## config.mk

```make
export PLATFORM = sky130hd
export DESIGN_NAME = lpm_clk_ctrl
export DESIGN_NICKNAME = d
export VERILOG_FILES = /design/src/rtl/lpm_pkg.sv /design/src/rtl/lpm_mode_decode.sv /design/src/rtl/lpm_enable_map.sv /design/src/rtl/lpm_seq_fsm.sv /design/src/rtl/lpm_clk_ctrl.sv
export SDC_FILE = /design/constraint.sdc
export NUM_CORES = 1
export LEC_CHECK = 0
export ABC_AREA = 1
export BUFFER_PORTS_ARGS = -buffer_cell sky130_fd_sc_hd__buf_2
export CAP_MARGIN = 20
export CORE_MARGIN = 2
export CORE_UTILIZATION = 50
export DETAILED_ROUTE_END_ITERATION = 6
export GPL_TIMING_DRIVEN = 1
export HOLD_SLACK_MARGIN = 0.1
export PLACE_DENSITY = 0.76
export SYNTH_ARGS = -nofsm -noshare
export SYNTH_HDL_FRONTEND = slang
export SYNTH_SLANG_ARGS = --single-unit
```

## constraint.sdc

```tcl
create_clock -name clk -period 1.9 [get_ports clk]
set_input_delay 0.095 -clock clk [delete_from_list [all_inputs] [get_ports clk]]
set_output_delay 0.095 -clock clk [all_outputs]
set_load 0.02 [all_outputs]
```

## src/rtl/lpm_pkg.sv

```systemverilog
package lpm_pkg;
    localparam int CODE_W      = 4;
    localparam int BIT_CPU_OFF = 0;
    localparam int BIT_OSC_OFF = 1;
    localparam int BIT_CG0     = 2;
    localparam int BIT_CG1     = 3;

    typedef enum logic [1:0] {
        PM_ACTIVE,
        PM_LIGHT,
        PM_STANDBY,
        PM_DEEP
    } pmode_e;

    typedef enum logic [1:0] {
        ST_RUN,
        ST_SLEEP,
        ST_WAKE,
        ST_SERVICE
    } seq_state_e;

    typedef struct packed {
        logic cpu;
        logic mclk;
        logic smclk;
        logic osc;
        logic aclk;
    } clk_en_t;

    localparam clk_en_t EN_ALL  = '{cpu: 1'b1, mclk: 1'b1, smclk: 1'b1, osc: 1'b1, aclk: 1'b1};
    localparam clk_en_t EN_NONE = '{cpu: 1'b0, mclk: 1'b0, smclk: 1'b0, osc: 1'b0, aclk: 1'b0};
endpackage

```

## src/rtl/lpm_mode_decode.sv

```systemverilog
module lpm_mode_decode
    import lpm_pkg::*;
(
    input  logic [CODE_W-1:0] code,
    output pmode_e            mode
);
    logic has_light;
    logic has_standby;
    logic has_deep;

    // A defined mode is chosen when all of its set bits appear in the code.
    assign has_light   = code[BIT_CPU_OFF];
    assign has_standby = has_light & code[BIT_CG0] & code[BIT_CG1];
    assign has_deep    = has_standby & code[BIT_OSC_OFF];

    always_comb begin
        if (has_deep) begin
            mode = PM_DEEP;
        end else if (has_standby) begin
            mode = PM_STANDBY;
        end else if (has_light) begin
            mode = PM_LIGHT;
        end else begin
            mode = PM_ACTIVE;
        end
    end
endmodule

```

## src/rtl/lpm_enable_map.sv

```systemverilog
module lpm_enable_map
    import lpm_pkg::*;
(
    input  seq_state_e state,
    input  pmode_e     mode,
    output clk_en_t    en
);
    clk_en_t sleep_en;

    always_comb begin
        unique case (mode)
            PM_ACTIVE:  sleep_en = EN_ALL;
            PM_LIGHT:   sleep_en = '{cpu: 1'b0, mclk: 1'b0, smclk: 1'b1, osc: 1'b1, aclk: 1'b1};
            PM_STANDBY: sleep_en = '{cpu: 1'b0, mclk: 1'b0, smclk: 1'b0, osc: 1'b0, aclk: 1'b1};
            PM_DEEP:    sleep_en = EN_NONE;
            default:    sleep_en = EN_ALL;
        endcase
    end

    always_comb begin
        unique case (state)
            ST_RUN:     en = EN_ALL;
            ST_SLEEP:   en = sleep_en;
            ST_WAKE:    en = '{cpu: 1'b0, mclk: 1'b1, smclk: 1'b1, osc: 1'b1, aclk: 1'b1};
            ST_SERVICE: en = EN_ALL;
            default:    en = EN_ALL;
        endcase
    end
endmodule

```

## src/rtl/lpm_seq_fsm.sv

```systemverilog
module lpm_seq_fsm
    import lpm_pkg::*;
(
    input  logic              clk,
    input  logic              rst_n,
    input  logic              wr_en,
    input  logic [CODE_W-1:0] wr_code,
    input  logic              irq,
    input  logic              irq_ret,
    input  logic              clr_on_exit,
    output seq_state_e        state_q,
    output seq_state_e        state_d,
    output logic [CODE_W-1:0] live_q,
    output logic [CODE_W-1:0] live_d,
    output logic [CODE_W-1:0] saved_q
);
    logic [CODE_W-1:0] saved_d;
    logic [CODE_W-1:0] ret_code;
    pmode_e            wr_mode;
    pmode_e            ret_mode;

    assign ret_code = clr_on_exit ? '0 : saved_q;

    lpm_mode_decode u_dec_wr (
        .code (wr_code),
        .mode (wr_mode)
    );

    lpm_mode_decode u_dec_ret (
        .code (ret_code),
        .mode (ret_mode)
    );

    always_ff @(posedge clk or negedge rst_n) begin
        if (!rst_n) begin
            state_q <= ST_RUN;
            live_q  <= '0;
            saved_q <= '0;
        end else begin
            state_q <= state_d;
            live_q  <= live_d;
            saved_q <= saved_d;
        end
    end

    always_comb begin
        state_d = state_q;
        live_d  = live_q;
        saved_d = saved_q;
        unique case (state_q)
            ST_RUN: begin
                if (irq) begin
                    saved_d = live_q;
                    live_d  = '0;
                    state_d = ST_SERVICE;
                end else if (wr_en) begin
                    live_d  = wr_code;
                    state_d = (wr_mode == PM_ACTIVE) ? ST_RUN : ST_SLEEP;
                end
            end
            ST_SLEEP: begin
                if (irq) begin
                    saved_d = live_q;
                    live_d  = '0;
                    state_d = ST_WAKE;
                end
            end
            ST_WAKE: begin
                state_d = ST_SERVICE;
            end
            ST_SERVICE: begin
                if (clr_on_exit) begin
                    saved_d = '0;
                end
                if (irq_ret) begin
                    live_d  = ret_code;
                    state_d = (ret_mode == PM_ACTIVE) ? ST_RUN : ST_SLEEP;
                end
            end
            default: begin
                state_d = ST_RUN;
            end
        endcase
    end
endmodule

```

## src/rtl/lpm_clk_ctrl.sv

```systemverilog
module lpm_clk_ctrl
    import lpm_pkg::*;
(
    input  logic              clk,
    input  logic              rst_n,
    input  logic              mode_wr_en,
    input  logic [CODE_W-1:0] mode_wr_data,
    input  logic              irq,
    input  logic              irq_ret,
    input  logic              clr_on_exit,
    output logic [CODE_W-1:0] live_mode,
    output logic              cpu_en,
    output logic              mclk_en,
    output logic              smclk_en,
    output logic              osc_en,
    output logic              aclk_en
);
    seq_state_e        state_q;
    seq_state_e        state_d;
    logic [CODE_W-1:0] live_q;
    logic [CODE_W-1:0] live_d;
    logic [CODE_W-1:0] saved_q;
    logic              in_svc;
    pmode_e            mode_d;
    clk_en_t           en_d;
    clk_en_t           en_q;

    lpm_seq_fsm u_fsm (
        .clk         (clk),
        .rst_n       (rst_n),
        .wr_en       (mode_wr_en),
        .wr_code     (mode_wr_data),
        .irq         (irq),
        .irq_ret     (irq_ret),
        .clr_on_exit (clr_on_exit),
        .state_q     (state_q),
        .state_d     (state_d),
        .live_q      (live_q),
        .live_d      (live_d),
        .saved_q     (saved_q)
    );

    lpm_mode_decode u_dec_live (
        .code (live_d),
        .mode (mode_d)
    );

    lpm_enable_map u_map (
        .state (state_d),
        .mode  (mode_d),
        .en    (en_d)
    );

    // Enables come straight from flops, so they only move on an edge.
    always_ff @(posedge clk or negedge rst_n) begin
        if (!rst_n) begin
            en_q <= EN_ALL;
        end else begin
            en_q <= en_d;
        end
    end

    assign in_svc    = (state_q == ST_SERVICE);
    assign live_mode = live_q;
    assign cpu_en    = en_q.cpu;
    assign mclk_en   = en_q.mclk;
    assign smclk_en  = en_q.smclk;
    assign osc_en    = en_q.osc;
    assign aclk_en   = en_q.aclk;
endmodule

```

==> results_dict.tcl <==
set metrics [dict create \
    p_per_area_mw_per_mm2 1438 \
    setup_viol_count_final 0 \
    vdd_drop_max_mv 0.7827 \
    die_h_um 42.75 \
    max_clock_freq_mhz 634.4 \
    crit-reg2reg-capture "cpu_en$_DFF_PN1_" \
    grt_first_pass_wirelength_um 2601 \
    maxCapViolCount 0 \
    portBuffers 18 \
    muxShareOfSynthArea 0 \
    hp-class "in -> reg" \
    rows 13 \
    setup-tns-final_ns 0 \
    final_net_count 128 \
    yosys_most_used_dff "sky130_fd_sc_hd__dfrtp_1" \
    drt-wirelength-per-cell_um 11.52 \
    gpl.final_weighted_congestion 0.8176 \
    drc 0 \
    netlist_instances 92 \
    synthesis.yosys.warnings 0 \
    worst_slew_margin_rel 0.7950 \
    dp_worst_setup_slack_ns 0.3507 \
    postCtsSetupRepairBufs 0 \
    post-synth-top-area-cell "sky130_fd_sc_hd__dfrtp_1" \
    rsz0062_at_grt "no" \
    root_buffer_cell "sky130_fd_sc_hd__clkbuf_4" \
    netlist_top_cells_area "sky130_fd_sc_hd__dfrtp_1 33%, sky130_fd_sc_hd__dfstp_2 14%, sky130_fd_sc_hd__nand2_1 9.5%" \
    detail_route.iter0.violations 5 \
    mappedNetlistNets 103 \
    floorplan_die_width_um 42.75 \
    drive_above_1_share 0.3534 \
    antenna_violating_nets_post_route 0 \
    synth_largest_type_area_fraction 0.3333 \
    coreArea_mm2 0.001350 \
    number_of_flops_mapped_to_enable_cells_by_yosys 0 \
    yosys.area_share.simple 0.3217 \
    worst_pin_slew_ns 0.3075 \
    post-route-worst-setup-slack_ns 0.3238 \
    filler_cell_count 111 \
    count_of_cell_types_in_the_netlist 21 \
    synthToLayoutAreaGrowth_pct 22.33 \
    data_required_time_of_the_worst_path_ns 2.11 \
    synth-xor-area-share 0 \
    detailedRoute.firstPassIterationCount 4 \
    worst_skew_pair.late_latency_ns 0.27 \
    most_numerous_cell_in_the_yosys_netlist "sky130_fd_sc_hd__nand2_1" \
    antennaDiodeCount 0 \
    global_route.overflow_total 0 \
    synth-seq-cells 14 \
    initial_antenna_violation_count 0 \
    timing.final.hold_violations 0 \
    seq_area_frac_synth 0.4733 \
    top_level_ports 19 \
    grt.total_usage 0.1878 \
    layout_min_cycle_time_ns 1.576 \
    cp-start-kind "flop" \
    main_combinational_cell_family_by_area_after_synthesis "simple AND/OR/NAND/NOR gates" \
    postSynthAreaPerCell_um2 8.160 \
    synth_fa_ha_area_frac 0.01667 \
    crit_path_end "cpu_en$_DFF_PN1_" \
    synth.cells.most_frequent "19 x sky130_fd_sc_hd__nand2_1, 11 x sky130_fd_sc_hd__nor2_1, 10 x sky130_fd_sc_hd__dfrtp_1, 10 x sky130_fd_sc_hd__inv_1, 7 x sky130_fd_sc_hd__a21oi_1" \
    first_global_vias 604 \
    hpwl_um 1177 \
    startpoint "u_fsm.state_q[1]$_DFF_PN0_" \
    worst-r2r-cell-count 7 \
    hold_start "clr_on_exit" \
    outcome "completed" \
    final_max_slew_viol_count 0 \
    critPathArrivalTime_ns 1.78 \
    synthArstFlopShare 1.000 \
    syn_area_um2 750.7 \
    regToRegStartpoint "u_fsm.state_q[1]$_DFF_PN0_" \
    die-area_mm2 0.001828 \
    vias_per_cell 4.954 \
    cts_inserted_buffers 3 \
    p_leak_nw 0.4742 \
    drt-total-wl_um 1509 \
    postLayoutCellArea_um2 918.4 \
    worst_setup_path_end_kind "flop" \
    clockBufferDepth 2 \
    start_util 0.5561 \
    cts_tree "built" \
    clock_tree.htree_level_count 1 \
    timing.reg2reg.setup_slack_ns 0.32 \
    fin_crit_share 0.8296 \
    synth_compound_gate_area_share 0.1133 \
    path_clk_slew_ns 0.08 \
    crit_path_max_fanout 9 \
    postPlaceCellArea_um2 852.1 \
    clock-skew-final_ns 0.001638 \
    grt_max_degree 15 \
    path_class "reg -> reg" \
    detailroute.via_count 649 \
    clock_sinks 14 \
]
-- metrics by stage --
stage | power (mW) | std cells | hold WS, ns | util
finish | 1.321 | 131 | 0.1816 | 0.6803
global route | 1.438 | 131 | 0.2108 | 0.6803
CTS | 1.335 | 131 | 0.1790 | 0.6803
detailed placement | 1.112 | 124 | 0.007486 | 0.6311
global placement | 1.102 | 124 | 0.006732 | 0.6311
floorplan | 0.9572 | 92 | -0.2006 | -
-- report_power, final --
| part | leakage, nW | switching (mW) | total [mW] | internal [mW] |
|---|---|---|---|---|
| combinational | 0.285 | 0.398 | 0.611 | 0.212 |
| sequential | 0.168 | 0.0871 | 0.501 | 0.414 |
| clock | 0.0210 | 0.0929 | 0.209 | 0.116 |
-- area by class of cell --
type                       instances  area, µm²  area share
sequential                        14      355.3      0.3869
multi-input combinational         64      339.1      0.3692
timing repair buffer              21      120.1      0.1308
inverter                          13      48.80     0.05313
clock buffer                       4      36.28     0.03951
tap                               15      18.77     0.02044
-- flip-flops by register name (all words and copies together), names as in the netlist --
| register | count |
|---|---|
| u_fsm.live_q | 4 |
| u_fsm.saved_q | 4 |
| u_fsm.state_q | 2 |
| aclk_en | 1 |
| cpu_en | 1 |
| mclk_en | 1 |
| osc_en | 1 |
-- repair_timing --
action | in CTS | in global routing
endpoints found under the hold margin | 16 | 0
gates resized for setup | 0 | 0
hold buffers | 3 | 0
setup endpoints to repair | 0 | 0
-- cells in the final DEF (no fill, tap or decap) --
| cell | netlist | routed |
|---|---|---|
| sky130_fd_sc_hd__nand2_1 | 19 | 19 |
| sky130_fd_sc_hd__buf_2 | 0 | 18 |
| sky130_fd_sc_hd__nor2_1 | 11 | 11 |
| sky130_fd_sc_hd__inv_1 | 10 | 10 |
| sky130_fd_sc_hd__dfrtp_1 | 10 | 10 |
| sky130_fd_sc_hd__a21oi_1 | 7 | 7 |
| sky130_fd_sc_hd__nand2_2 | 5 | 5 |
| sky130_fd_sc_hd__nand3_1 | 4 | 4 |
| sky130_fd_sc_hd__dfstp_2 | 4 | 4 |
| sky130_fd_sc_hd__inv_2 | 3 | 3 |
| sky130_fd_sc_hd__nand4_1 | 3 | 3 |
| sky130_fd_sc_hd__nor2_2 | 3 | 3 |
| sky130_fd_sc_hd__clkbuf_4 | 0 | 3 |
| sky130_fd_sc_hd__dlygate4sd3_1 | 0 | 3 |
| sky130_fd_sc_hd__nand2_4 | 2 | 2 |
| sky130_fd_sc_hd__o21ai_0 | 2 | 2 |
| sky130_fd_sc_hd__o211ai_1 | 2 | 2 |
| sky130_fd_sc_hd__a221o_2 | 1 | 1 |
| sky130_fd_sc_hd__nand3_2 | 1 | 1 |
| sky130_fd_sc_hd__nor3b_1 | 1 | 1 |
| sky130_fd_sc_hd__a31oi_1 | 1 | 1 |
| sky130_fd_sc_hd__a22oi_1 | 1 | 1 |
| sky130_fd_sc_hd__ha_1 | 1 | 1 |
| sky130_fd_sc_hd__clkbuf_8 | 0 | 1 |
-- logic make-up (layout without fill, tap and decap cells) --
logic type,count (synthesis),in the layout
flip-flops,14,14
adder cells (fa/ha/maj),1,1
buffers and inverters,14,38
AND/OR/NAND/NOR,49,49
AO/OA/AOI/OAI,14,14
-- worst min-delay path by stage --
stage / end / cells after the start
2_1_floorplan: u_fsm.live_q[0]$_DFF_PN0_ / 0
3_3_place_gp: u_fsm.saved_q[0]$_DFFE_PN0P_ / 1
3_5_place_dp: u_fsm.saved_q[0]$_DFFE_PN0P_ / 1
4_1_cts: u_fsm.saved_q[2]$_DFFE_PN0P_ / 4
5_1_grt: u_fsm.saved_q[2]$_DFFE_PN0P_ / 4
6_report: u_fsm.saved_q[2]$_DFFE_PN0P_ / 4
-- metal layers --
layer | global-route usage | up-vias | wire length [µm] | share of wire
met1 | 0.2487 | 289 | 692 | 0.46
met4 | 0.05625 | 0 | 14 | 0.0093
met2 | 0.3121 | 13 | 725 | 0.48
met3 | 0.02979 | 2 | 77 | 0.051
li1 | - | 345 | - | -
met5 | 0 | - | 0 | 0
-- worst max-delay path: stages (launching register included) --
cell and delay, ns:
sky130_fd_sc_hd__dfrtp_1 0.46, sky130_fd_sc_hd__inv_2 0.10, sky130_fd_sc_hd__nand2_4 0.09, sky130_fd_sc_hd__nand2_4 0.08, sky130_fd_sc_hd__a221o_2 0.35, sky130_fd_sc_hd__ha_1 0.29, sky130_fd_sc_hd__nor2_1 0.08, sky130_fd_sc_hd__nor2_1 0.05
Note: power is estimated with default switching activity, not from simulation.
